`src/rtl/pmu_pkg.sv`:
```
package pmu_pkg;

    typedef enum logic [2:0] {
        PM_RUN   = 3'd0,
        PM_IDLE  = 3'd1,
        PM_STOP  = 3'd2,
        PM_WARM  = 3'd3,
        PM_READY = 3'd4
    } pm_state_e;

    typedef struct packed {
        logic dbl_baud;
        logic fe_sel;
        logic pof;
        logic wle;
        logic gf1;
        logic gf0;
        logic pd;
        logic idl;
    } pcon_t;

    function automatic logic in_powerdown(input pm_state_e s);
        return (s == PM_STOP) || (s == PM_WARM) || (s == PM_READY);
    endfunction

endpackage

```
`src/rtl/pmu_reg.sv`:
```
module pmu_reg
    import pmu_pkg::*;
(
    input  logic       clk,
    input  logic       rst,
    input  logic       por,
    input  logic       we,
    input  logic [7:0] wdata,
    input  logic       wdog_en,
    input  logic       wdog_load,
    input  logic       clr_idl,
    input  logic       clr_pd,
    output pcon_t      q
);
    pcon_t wr;

    always_comb begin
        wr     = pcon_t'(wdata);
        wr.pd  = wdog_en ? wdata[1] : q.pd;
        wr.idl = wdata[0] & ~(wdog_en & wdata[1]);
    end

    always_ff @(posedge clk) begin
        if (por) begin
            q     <= '0;
            q.pof <= 1'b1;
        end else if (rst) begin
            q     <= '0;
            q.pof <= q.pof;
        end else begin
            if (we)
                q <= wr;
            if (wdog_load)
                q.wle <= 1'b0;
            if (clr_idl)
                q.idl <= 1'b0;
            if (clr_pd)
                q.pd <= 1'b0;
        end
    end

    AST_PD_NEEDS_WDEN: assert property (@(posedge clk) disable iff (rst || por)
        $rose(q.pd) |-> $past(wdog_en && we)) else $error("pd set without enable");

    AST_PD_OVER_IDLE: assert property (@(posedge clk) disable iff (rst || por)
        (we && wdata[1] && wdata[0] && wdog_en && !clr_pd) |=> (q.pd && !q.idl))
        else $error("idle not suppressed");

    AST_WLE_CLEARS: assert property (@(posedge clk) disable iff (rst || por)
        wdog_load |=> !q.wle) else $error("wle survived reload");

endmodule

```
`src/rtl/pmu_wake.sv`:
```
module pmu_wake #(
    parameter int N_IRQ = 2
) (
    input  logic [N_IRQ-1:0] ext_irq_n,
    input  logic [N_IRQ-1:0] irq_en,
    input  logic [N_IRQ-1:0] irq_level,
    output logic             any_low,
    output logic             lvl_low
);
    logic [N_IRQ-1:0] act;
    logic [N_IRQ-1:0] act_lvl;

    for (genvar i = 0; i < N_IRQ; i++) begin : g_pin
        assign act[i]     = irq_en[i] & ~ext_irq_n[i];
        assign act_lvl[i] = act[i] & irq_level[i];
    end

    assign any_low = |act;
    assign lvl_low = |act_lvl;

endmodule

```
`src/rtl/pmu_seq.sv`:
```
module pmu_seq
    import pmu_pkg::*;
#(
    parameter int WARM_CYCLES = 16
) (
    input  logic      clk,
    input  logic      rst,
    input  logic      por,
    input  logic      pd_bit,
    input  logic      idl_bit,
    input  logic      any_low,
    input  logic      lvl_low,
    output pm_state_e state,
    output logic      clr_idl,
    output logic      clr_pd,
    output logic      cpu_clk_en,
    output logic      per_clk_en,
    output logic      osc_en
);
    localparam int CW = $clog2(WARM_CYCLES + 1);
    localparam logic [CW-1:0] CNT_LAST = CW'(WARM_CYCLES - 1);

    pm_state_e      nxt;
    logic [CW-1:0]  cnt;

    always_comb begin
        nxt     = state;
        clr_idl = 1'b0;
        clr_pd  = 1'b0;
        unique case (state)
            PM_RUN: begin
                if (pd_bit)       nxt = PM_STOP;
                else if (idl_bit) nxt = PM_IDLE;
            end
            PM_IDLE: begin
                if (pd_bit) nxt = PM_STOP;
                else if (any_low) begin
                    nxt     = PM_RUN;
                    clr_idl = 1'b1;
                end
            end
            PM_STOP: if (lvl_low) nxt = PM_WARM;
            PM_WARM: begin
                if (!lvl_low)             nxt = PM_STOP;
                else if (cnt == CNT_LAST) nxt = PM_READY;
            end
            PM_READY: begin
                if (!lvl_low) begin
                    nxt     = PM_RUN;
                    clr_pd  = 1'b1;
                    clr_idl = 1'b1;
                end
            end
            default: nxt = PM_RUN;
        endcase
    end

    always_ff @(posedge clk) begin
        if (rst || por) begin
            state <= PM_RUN;
            cnt   <= '0;
        end else begin
            state <= nxt;
            if (state == PM_WARM && nxt == PM_WARM)
                cnt <= cnt + 1'b1;
            else
                cnt <= '0;
        end
    end

    assign cpu_clk_en = (state == PM_RUN);
    assign per_clk_en = (state == PM_RUN) || (state == PM_IDLE);
    assign osc_en     = (state != PM_STOP);

    AST_READY_AFTER_WARM: assert property (@(posedge clk) disable iff (rst || por)
        (state == PM_READY) |-> $past(state == PM_WARM || state == PM_READY))
        else $error("ready without warm-up");

endmodule

```
`src/rtl/pmu_top.sv`:
```
module pmu_top
    import pmu_pkg::*;
#(
    parameter int N_IRQ       = 2,
    parameter int WARM_CYCLES = 16
) (
    input  logic             clk,
    input  logic             rst,
    input  logic             por,
    input  logic             sfr_we,
    input  logic [7:0]       sfr_wdata,
    output logic [7:0]       sfr_rdata,
    input  logic             wdog_en,
    input  logic             wdog_load,
    input  logic [N_IRQ-1:0] ext_irq_n,
    input  logic [N_IRQ-1:0] irq_en,
    input  logic [N_IRQ-1:0] irq_level,
    output logic             wle,
    output logic             cpu_clk_en,
    output logic             per_clk_en,
    output logic             osc_en,
    output logic             ram_wr_inhibit
);
    pcon_t     pcon;
    pm_state_e state;
    logic      clr_idl, clr_pd, any_low, lvl_low;

    pmu_reg u_reg (
        .clk(clk), .rst(rst), .por(por), .we(sfr_we), .wdata(sfr_wdata),
        .wdog_en(wdog_en), .wdog_load(wdog_load),
        .clr_idl(clr_idl), .clr_pd(clr_pd), .q(pcon)
    );

    pmu_wake #(.N_IRQ(N_IRQ)) u_wake (
        .ext_irq_n(ext_irq_n), .irq_en(irq_en), .irq_level(irq_level),
        .any_low(any_low), .lvl_low(lvl_low)
    );

    pmu_seq #(.WARM_CYCLES(WARM_CYCLES)) u_seq (
        .clk(clk), .rst(rst), .por(por), .pd_bit(pcon.pd), .idl_bit(pcon.idl),
        .any_low(any_low), .lvl_low(lvl_low), .state(state),
        .clr_idl(clr_idl), .clr_pd(clr_pd),
        .cpu_clk_en(cpu_clk_en), .per_clk_en(per_clk_en), .osc_en(osc_en)
    );

    assign sfr_rdata      = pcon;
    assign wle            = pcon.wle;
    assign ram_wr_inhibit = rst && (state == PM_IDLE);

    AST_PD_STOPS_CLOCKS: assert property (@(posedge clk) disable iff (rst || por)
        $rose(pcon.pd) |=> (!cpu_clk_en && !per_clk_en && !osc_en))
        else $error("clocks alive in power-down");

    AST_IDLE_GATES_CPU: assert property (@(posedge clk) disable iff (rst || por)
        ($rose(pcon.idl) && !pcon.pd) |=> (!cpu_clk_en && per_clk_en))
        else $error("idle clock gating wrong");

    AST_EXIT_ON_RELEASE: assert property (@(posedge clk) disable iff (rst || por)
        ($rose(cpu_clk_en) && $past(!per_clk_en)) |-> $past(!lvl_low))
        else $error("power-down exit while pin low");

    AST_PD_EXIT_CLEARS_BIT: assert property (@(posedge clk) disable iff (rst || por)
        ($rose(cpu_clk_en) && $past(!per_clk_en)) |-> !pcon.pd)
        else $error("pd bit left set after exit");

endmodule

```
`config.mk`:
```
export PLATFORM = sky130hd
export DESIGN_NAME = pmu_top
export DESIGN_NICKNAME = d
export VERILOG_FILES = /design/src/rtl/pmu_pkg.sv /design/src/rtl/pmu_reg.sv /design/src/rtl/pmu_wake.sv /design/src/rtl/pmu_seq.sv /design/src/rtl/pmu_top.sv
export SDC_FILE = /design/constraint.sdc
export NUM_CORES = 1
export LEC_CHECK = 0
export BUFFER_PORTS_ARGS = -buffer_cell sky130_fd_sc_hd__buf_2
export CORE_MARGIN = 8
export CORE_UTILIZATION = 40
export DETAILED_ROUTE_END_ITERATION = 8
export GPL_ROUTABILITY_DRIVEN = 0
export HOLD_SLACK_MARGIN = 0.12
export PLACE_DENSITY = 0.69
export SETUP_SLACK_MARGIN = 0.02
export SYNTH_ARGS = -nofsm -noshare
export SYNTH_HDL_FRONTEND = slang
export SYNTH_SLANG_ARGS = --single-unit
```
`constraint.sdc`:
```
create_clock -name clk -period 4.6 [get_ports clk]
set_clock_uncertainty 0.05 [all_clocks]
set_input_delay 0.92 -clock clk [delete_from_list [all_inputs] [get_ports clk]]
set_output_delay 0.92 -clock clk [all_outputs]
set_load 0.1 [all_outputs]
```
==> impl_results.md, run 1 <==
* Status: complete, no violations
* Crit end category: output pin
* Largest net degree at the start of global routing at 11
* Share of cells above drive strength 1 at 35.3%
* Tot GR Track Use at 11.3%
* Drt drc at 0
* Total number of vias at 724
* Final #Nets at 142
* Worst slew pin tran at around 0.50 ns
* DRT Pass-1 Iters at 4
* Yosys reg bits at 16
* Count of input and output buffers at 32
* Starting DRT DRC Count at 18
* Switching share of power at 29.0%
* Critical path, cell by cell: buf_2, and3_1, buf_2
* P&R area growth vs syn at 24.0%
* Max Used Layer: met4
* Final Non-Filler Cells at 146
* I/O pins at 33
* Die width at 60.4 um
* Fmax at 391 MHz
* Setup WS post-layout at 2.05 ns
* Routed met3 length at roughly 170 um
* Cells after Synth at 89
* Final period util at 55.5%
* Sequential Power Share at 49.8%
* # hold bufs at CTS at 0
* Gate power share at 17.8%
* Switch Pwr at 0.0833 mW
* CTS Root Cell: clkbuf_4
* Via/cell ratio at 4.96
* Net Count, Synth at 111
* Pint at 0.204 mW
* Die area at roughly 3600 sq um
* Leakage power at 0.435 nW
* Worst r2r src: u_seq.cnt[0]
* Initial antenna violation count at 0
* Maximum clock insertion buffer count at 2
* Crit-path max cell delay at 0.42 ns
* Placed Instances at 142
* Clk sinks at 16
* Std cell rows at 16
* Ys Warns at 0
* Min cycle time layout at 2.55 ns
* Crit Path Max Fanout at 4
* Vias in the first global route at 744
* R2R Path End: u_seq.cnt[3]
* Post-CTS sizing at 0
* Setup crit start: rst
* End point of the critical path: ram_wr_inhibit
* Crit start category: input port
* RSZ-0062 raised after global routing: false
* Final Max Slew Viols at 0
* Final wirelength at roughly 1900 um
* Total power at ~0.29 mW
* Synth cell types at 31
* Pre-CTS WS at 2.04 ns
* Fin. Hold Viols at 0
* Kind of critical path: in -> out
* WP data arrival at 1.58 ns
* Htree depth at 1
* Commonest non-fill, non-tap cell in the layout: buf_2
* Post-CTS setup buffers at 0
* Max-cap violation count at 0
* Core box area at about 1900 sq um
* Starting density of the core at 41.4%
* Clock Latency Late Sink at 0.29 ns
* Fill count at roughly 200
* Gr ovfl total at 0
* CP required at 3.63 ns
* Met2 wire len at 923 um
* Die Y at 60.4 um
* DP HPWL at between 1500 and 2000 um
* Most frequent cells in the layout: buf_2, dfxtp_1, nor2_1, nand2_1
* Worst path most repeated cell: buf_2
* Power Dens Cells at 295 nW/um^2
* Clock slew at the register clock pins of the worst setup and hold paths at about 0.09 ns
* Number of diodes at 0
* FF-to-FF setup slack at 2.83 ns
* CTS tree: yes
* Slew HR at 67.2%
* Post-Synthesis Cell Area at ~790 sq um
* Met1 WL at roughly 790 um
* Critical path's slowest cell: buf_2
* Register area share after synthesis at between 40% and 50%
* R2R depth at 6
* Routed Antenna Nets at 0
* Syn Area/Cell at approximately 8.8 sq um
* Clock Power Share at between 30% and 40%
* Peak VDD IR at 0.000185 V
* Tightest Hold Check Type: reg -> reg
* Area contributors post-synth: dfxtp_1, mux2i_1, nor2_1, nand2_1, ha_1
* WL/cell at between 10 and 15 um
* CTS Buf Count at 3
* First-pass GRT wire length at 3130 um
* Final setup TNS at 0 ns
* Leading area contributor after synthesis: dfxtp_1
* Post-synth top area share at 40.7%
* Final Setup Violations at 0
-- final cells by class --
type	count	area [sq um]	area share (%)
clock buffer	4	36.3	3.72
inverter	1	3.75	0.385
multi-input combinational	66	422	43.2
sequential	16	320	32.8
tap	27	33.8	3.46
timing repair buffer	32	160	16.4
-- worst min path at each step --
stage               depth (start not counted)  slack, ns        from          to
floorplan                                   2       0.42  u_reg.q[1]  u_reg.q[1]
global placement                            2       0.42  u_reg.q[7]  u_reg.q[7]
detailed placement                          2       0.43  u_reg.q[7]  u_reg.q[7]
CTS                                         2       0.45  u_reg.q[0]  u_reg.q[0]
global route                                2       0.48  u_reg.q[3]  u_reg.q[3]
finish                                      2       0.45  u_reg.q[7]  u_reg.q[7]
-- worst max-delay path: cells and delay by family --
family	cells	cell delay (ns)
buffers and inverters	2	0.52
AND/OR/NAND/NOR	1	0.14
-- power groups by stage --
stage,logic [mW],registers [mW],clock network [mW]
floorplan,0.0252,0.159,0
global placement,0.0505,0.146,0
detailed placement,0.0513,0.146,0
CTS,0.0514,0.143,0.0980
global route,0.0541,0.144,0.106
finish,0.0511,0.143,0.0934
-- Yosys cell counts --
master	number
dfxtp_1	16
nor2b_1	4
nor2_1	12
and3_1	3
buf_4	3
a32oi_1	1
clkbuf_1	2
or4b_4	1
buf_6	1
ha_1	2
nand2_1	10
or3_1	3
a211o_1	1
o21ai_0	2
a21oi_1	1
a22o_2	1
mux2i_1	5
and2b_1	1
a2111oi_0	1
or2_2	1
nor3_1	5
a311oi_2	1
nor4_1	2
nor3_2	1
a211oi_1	1
nand2b_1	1
nand3_1	2
xor2_1	2
inv_1	1
and2_1	1
and4bb_2	1
-- cells by family after synthesis --
family	count (synthesis)	share of synthesized area, %
AO/OA/AOI/OAI	9	9.38
multiplexers	5	6.36
adder cells (fa/ha/maj)	2	3.18
AND/OR/NAND/NOR	48	32.4
XOR/XNOR	2	2.23
flip-flops	16	40.7
buffers and inverters	7	5.72
-- flip-flops by register name, summed over array words and instances (netlist names) --
name,count
u_reg.q,8
u_seq.cnt,5
u_seq.state,3
-- stage by stage --
step	area (sq um)	utilization (%)	hold slack (ns)
2_1_floorplan	787	-	0.418
3_3_place_gp	940	49.4	0.422
3_5_place_dp	940	49.4	0.432
4_1_cts	976	51.3	0.455
5_1_grt	976	51.3	0.484
6_report	976	51.3	0.451
-- per-layer routing --
layer,vias to the layer above,GRT usage (%)
met4,0,4.08
met3,5,5.51
met5,-,0
met2,20,19.4
met1,328,11.6
li1,371,-
No activity file was read; power rests on OpenSTA's default activity.
==> inputs of run 2 (changes only) <==
--- a/config.mk
+++ b/config.mk
@@ -11,7 +11,7 @@
 export DETAILED_ROUTE_END_ITERATION = 8
 export GPL_ROUTABILITY_DRIVEN = 0
 export HOLD_SLACK_MARGIN = 0.12
-export PLACE_DENSITY = 0.69
+export PLACE_DENSITY = 0.71
 export SETUP_SLACK_MARGIN = 0.02
 export SYNTH_ARGS = -nofsm -noshare
 export SYNTH_HDL_FRONTEND = slang
==> constraint.sdc (replaced) <==
create_clock -name clk -period 2.2 [get_ports clk]
set_clock_uncertainty 0.05 [all_clocks]
set_input_delay 0.44 -clock clk [delete_from_list [all_inputs] [get_ports clk]]
set_output_delay 0.44 -clock clk [all_outputs]
set_load 0.1 [all_outputs]
==> impl_results.md, run 2 (synthesized netlist as in run 1, its figures left out) <==
* Via/cell ratio at between 4 and 5
* DP Area at 947 sq um
* Critical path's slowest cell: dfxtp_1
* Fin util at 51.7%
* Clock slew at the register clock pins of the worst setup and hold paths at 0.10 ns
* Vias in the first global route at 699
* P&R area growth vs syn at 25.0%
* CTS Buf Count at 3
* Critical path, cell by cell: and2b_1, nand2b_1, buf_2
* Core box area at 1900 sq um
* Tot GR Track Use at between 10% and 20%
* Crit start category: flop
* Final Non-Filler Cells at roughly 150
* Fill count at 189
* Total number of vias at between 700 and 800
* Fmax at 493 MHz
* Commonest non-fill, non-tap cell in the layout: buf_2
* Die Y at approximately 60 um
* Power Dens Cells at 620 nW/um^2
* Final #Nets at 142
* Crit end category: output pin
* Die area at 3640 sq um
* Final Setup Violations at 0
* Share of cells above drive strength 1 at 37.0%
* Fin area at 983 sq um
* Final wirelength at around 1900 um
* Top reg by flops: u_reg.q
* Crit path buf inv count at 1
* Clk sinks at 16
* RSZ-0062 raised after global routing: false
* Final Max Slew Viols at 0
* Fin. Hold Viols at 0
* CP required at around 1.7 ns
* I/O pins at 33
* Slew HR at 67.4%
* Gr ovfl total at 0
* Peak VDD IR at approximately 0.00040 V
* Crit-path max cell delay at 0.48 ns
* WL/cell at 13.0 um
* Post-CTS setup buffers at 0
* Worst slew pin tran at 0.493 ns
* Tightest Hold Check Type: in -> reg
* Worst r2r src: u_seq.state[0]
* Drt drc at 0
* Maximum clock insertion buffer count at 2
* Htree depth at 1
* Kind of critical path: reg -> out
* Clock Latency Late Sink at approximately 0.3 ns
* Most frequent cells in the layout: buf_2, dfxtp_1, nor2_1, nand2_1, mux2i_1
* Final period util at 92.2%
* Min cycle time layout at a little over 2 ns
* Std cell rows at 16
* Max FFs per register at 8
* Starting DRT DRC Count at 24
* Number of diodes at 0
* Max-cap violation count at 0
* # hold bufs at CTS at 0
* Initial antenna violation count at 0
* Final setup TNS at 0 ns
* First-pass GRT wire length at 3020 um
* Post-CTS sizing at 0
* R2R Path End: u_seq.cnt[2]
* FF-to-FF setup slack at between 0.4 and 0.5 ns
* Setup crit start: u_seq.state[2]
* Starting density of the core at between 40% and 50%
* Crit Path Max Fanout at 7
* Largest net degree at the start of global routing at 11
* Count of input and output buffers at 32
* End point of the critical path: osc_en
* Crit-path leading delay family: flip-flops
* Routed Antenna Nets at 0
* Levels on crit path at 3
* CTS Root Cell: clkbuf_4
* CTS tree: yes
* DP HPWL at roughly 1500 um
* WP data arrival at 1.54 ns
* Top Registers: u_reg.q (8), u_seq.cnt (5), u_seq.state (3)
* DRT Pass-1 Iters at 4
* Placed Instances at 142
* Die width at 60.4 um
* Total power at 0.610 mW
* Leakage power at 0.437 nW
* R2R depth at 4
* Status: complete, no violations
## run 2: layer usage
metal	vias up	track usage, %	share of wire (%)	wire length [um]
met3	5	3.18	8.6	163
met1	327	12.3	42	805
met2	25	17.4	47	885
li1	372	-	-	-
met4	0	7.14	2.5	47
met5	-	0	0	0
## run 2: metrics by stage
| step | worst slack [ns] | hold slack [ns] |
|---|---|---|
| 2_1_floorplan | -0.393 | 0.418 |
| 3_3_place_gp | 0.455 | 0.420 |
| 3_5_place_dp | 0.411 | 0.431 |
| 4_1_cts | 0.165 | 0.245 |
| 5_1_grt | 0.0909 | 0.261 |
| 6_report | 0.172 | 0.250 |
## run 2: report_power, final
part           total (mW)  switching, mW  internal, mW
Sequential          0.299        0.00387         0.295
Clock               0.204          0.103         0.101
Combinational       0.107         0.0756        0.0311
Total               0.610          0.182         0.427
## run 2: cell type report
class / count / area (sq um) / area share [%]
Multi-Input combinational cell: 66 / 429 / 43.6
Timing Repair Buffer: 32 / 160 / 16.3
Clock buffer: 4 / 36.3 / 3.69
Tap cell: 27 / 33.8 / 3.44
Inverter: 1 / 3.75 / 0.382
Sequential cell: 16 / 320 / 32.6
## run 2: worst min path at each step
stage / startpoint / end / slack (ns) / cells past startpoint
after floorplan: u_reg.q[1] / u_reg.q[1] / 0.42 / 2
after global placement: u_reg.q[7] / u_reg.q[7] / 0.42 / 2
final: wdog_load / u_reg.q[4] / 0.25 / 2
after global routing: wdog_load / u_reg.q[4] / 0.26 / 2
after detailed placement: u_reg.q[2] / u_reg.q[2] / 0.43 / 2
after CTS: wdog_load / u_reg.q[4] / 0.24 / 2
## run 2: worst reg2reg max path: stages, from the launching register on
cell,delay (ns)
dfxtp_1,0.50
or4b_4,0.51
nor3_2,0.22
a311oi_2,0.10
nor4_1,0.29
==> inputs of run 3 (changes only) <==
--- a/config.mk
+++ b/config.mk
@@ -5,11 +5,11 @@
 export SDC_FILE = /design/constraint.sdc
 export NUM_CORES = 1
 export LEC_CHECK = 0
+export ABC_AREA = 1
 export BUFFER_PORTS_ARGS = -buffer_cell sky130_fd_sc_hd__buf_2
 export CORE_MARGIN = 8
 export CORE_UTILIZATION = 40
 export DETAILED_ROUTE_END_ITERATION = 8
-export GPL_ROUTABILITY_DRIVEN = 0
 export HOLD_SLACK_MARGIN = 0.12
 export PLACE_DENSITY = 0.71
 export SETUP_SLACK_MARGIN = 0.02
==> impl_results.md, run 3 <==
* WL/cell at around 11 um
* Largest family of logic cells by synthesized area: simple AND/OR/NAND/NOR gates
* Final setup TNS at 0 ns
* Drt drc at 0
* Post-CTS sizing at 0
* Yosys reg bits at 16
* Min cycle time layout at roughly 1.9 ns
* Post-synth top flop: dfxtp_1
* Fin util at 53.3%
* Post-Synthesis Cell Area at ~800 sq um
* P&R area growth vs syn at 27.4%
* Via/cell ratio at 4.59
* CP required at between 1.5 and 2 ns
* Post-synth top area share at 39.8%
* FFs w/ async S/R, synth at 0%
* Std cell rows at 16
* Fin. Hold Viols at 0
* Net Count, Synth at 139
* Vias in the first global route at 759
* Number of diodes at 0
* Synth cell types at 21
* Final Setup Violations at 0
* Routed Antenna Nets at 0
* Final period util at 88.0%
* Synth Area in Simple Gates at 37.8%
* Maximum clock insertion buffer count at 2
* Clock Latency Late Sink at just under 0.3 ns
* Max FFs per register at 8
* Tot GR Track Use at 11.1%
* Commonest non-fill, non-tap cell in the layout: nand2_1
* Crit start category: flop
* Final #Nets at 172
* Crit Path Max Fanout at 6
* Top reg by flops: u_reg.q
* Worst slew pin tran at 0.496 ns
* Tightest Hold Check Type: in -> reg
* Fill count at 209
* Crit end category: output pin
* Post-CTS setup buffers at 0
* # hold bufs at CTS at 0
* Die area at roughly 3700 sq um
* Fmax at 516 MHz
* RePlAce Congestion at 0.768
* Syn Area/Cell at 6.88 sq um
* Post-synthesis compound-gate area fraction at 7.31%
* Die width at between 60 and 70 um
* Area contributors post-synth: dfxtp_1, nand2_1, nand3_1, inv_1, a21oi_1
* Core box area at 1920 sq um
* Initial antenna violation count at 0
* Clock slew at the register clock pins of the worst setup and hold paths at around 0.10 ns
* Die Y at ~61 um
* Top Registers: u_reg.q (8), u_seq.cnt (5), u_seq.state (3)
* Slew HR at 67.1%
* I/O pins at 33
* Post-Synth Adder-Cell Area at 3.11%
* Cells after Synth at 117
* Leakage power at roughly 0.50 nW
* Most instantiated cells after synthesis: nand2_1, dfxtp_1, inv_1
* Ys Warns at 0
* Register area share after synthesis at 39.8%
* Status: complete, no violations
* Leading area contributor after synthesis: dfxtp_1
* First-pass GRT wire length at about 3200 um
* Count of input and output buffers at 32
* Kind of critical path: reg -> out
* Synth Area in XOR/XNOR at 1.09%
* DP HPWL at about 1600 um
* CTS Buf Count at 3
* Peak VDD IR at 0.000324 V
* Htree depth at 1
* Clk sinks at 16
* Fin Hold WS at 0.248 ns
* Pre-CTS WS at about 0.55 ns
* CTS tree: yes
* Max-cap violation count at 0
* Final Max Slew Viols at 0
* Setup WS post-layout at approximately 0.26 ns
* Power Dens Cells at 590 nW/um^2
* Starting density of the core at 41.9%
* Final wirelength at 1960 um
* Total number of vias at 808
* Starting DRT DRC Count at 21
* Post-synthesis mux area share at 0%
* Largest net degree at the start of global routing at 12
* WP data arrival at 1.45 ns
* DRT Pass-1 Iters at 4
* Share of cells above drive strength 1 at about 32%
* Post-synth EDFFs at 0
* Most frequent cells in the layout: nand2_1, buf_2, dfxtp_1, inv_1, nand3_1
* Most frequent cell after synthesis: nand2_1
* Gr ovfl total at 0
* RSZ-0062 raised after global routing: false
* CTS Root Cell: clkbuf_4
-- run 3: cell count changes after synthesis, moves of 3 or more --
cell     change
nand2_1     +23
inv_1       +13
a21oi_1      +9
nand3_1      +9
mux2i_1      -5
nor2b_1      -4
nor3_1       -4
or3_1        -3
-- run 3: power by group --
group	switching, mW	internal [mW]	total (mW)
registers	0.00344	0.295	0.298
clock network	0.0976	0.101	0.198
logic	0.0805	0.0270	0.108
total	0.182	0.423	0.604
-- run 3: critical path, stage by stage, from the launching register on --
cell	delay (ns)
dfxtp_1	0.41
nor2_4	0.12
nand2_1	0.12
nor2_4	0.09
buf_2	0.42
-- run 3: final cells by class --
| cell class | instances | area (sq um) | share of cell area [%] |
|---|---|---|---|
| Multi-Input combinational cell | 81 | 414 | 40.4 |
| Sequential cell | 16 | 320 | 31.3 |
| Timing Repair Buffer | 32 | 160 | 15.6 |
| Clock buffer | 4 | 36.3 | 3.54 |
| Tap cell | 27 | 33.8 | 3.30 |
| Inverter | 16 | 60.1 | 5.86 |
-- run 3: cell families after synthesis --
logic type               after synthesis
AND/OR/NAND/NOR                       67
buffers and inverters                 20
flip-flops                            16
AO/OA/AOI/OAI                         11
adder cells (fa/ha/maj)                2
XOR/XNOR                               1
-- run 3: layer usage --
layer / share of wire [%] / wire [um] / track usage (%)
met1: 40 / 780 / 11.8
met3: 6.1 / 120 / 2.12
met4: 1.8 / 35 / 4.98
met5: 0 / 0 / 0
met2: 52 / 1030 / 20.4
-- run 3: path summary, 6_finish.rpt --
check / slack (ns) / endpoint / startpoint / cells after the start
worst min-delay path: 0.25 / u_reg.q[4] / wdog_load / 2
worst max register to register: 0.72 / u_seq.cnt[2] / u_seq.cnt[0] / 7
worst max-delay path: 0.26 / ram_wr_inhibit / u_seq.state[2] / 4
worst min register to register: 0.41 / u_seq.cnt[0] / u_seq.cnt[0] / 1
-- run 3: per-stage QoR --
stage / cells / power, mW / area (sq um)
after floorplan: 117 / 0.383 / 822
after global placement: 172 / 0.411 / 988
after detailed placement: 172 / 0.413 / 988
after CTS: 176 / 0.606 / 1020
after global routing: 176 / 0.627 / 1020
final: 176 / 0.604 / 1020
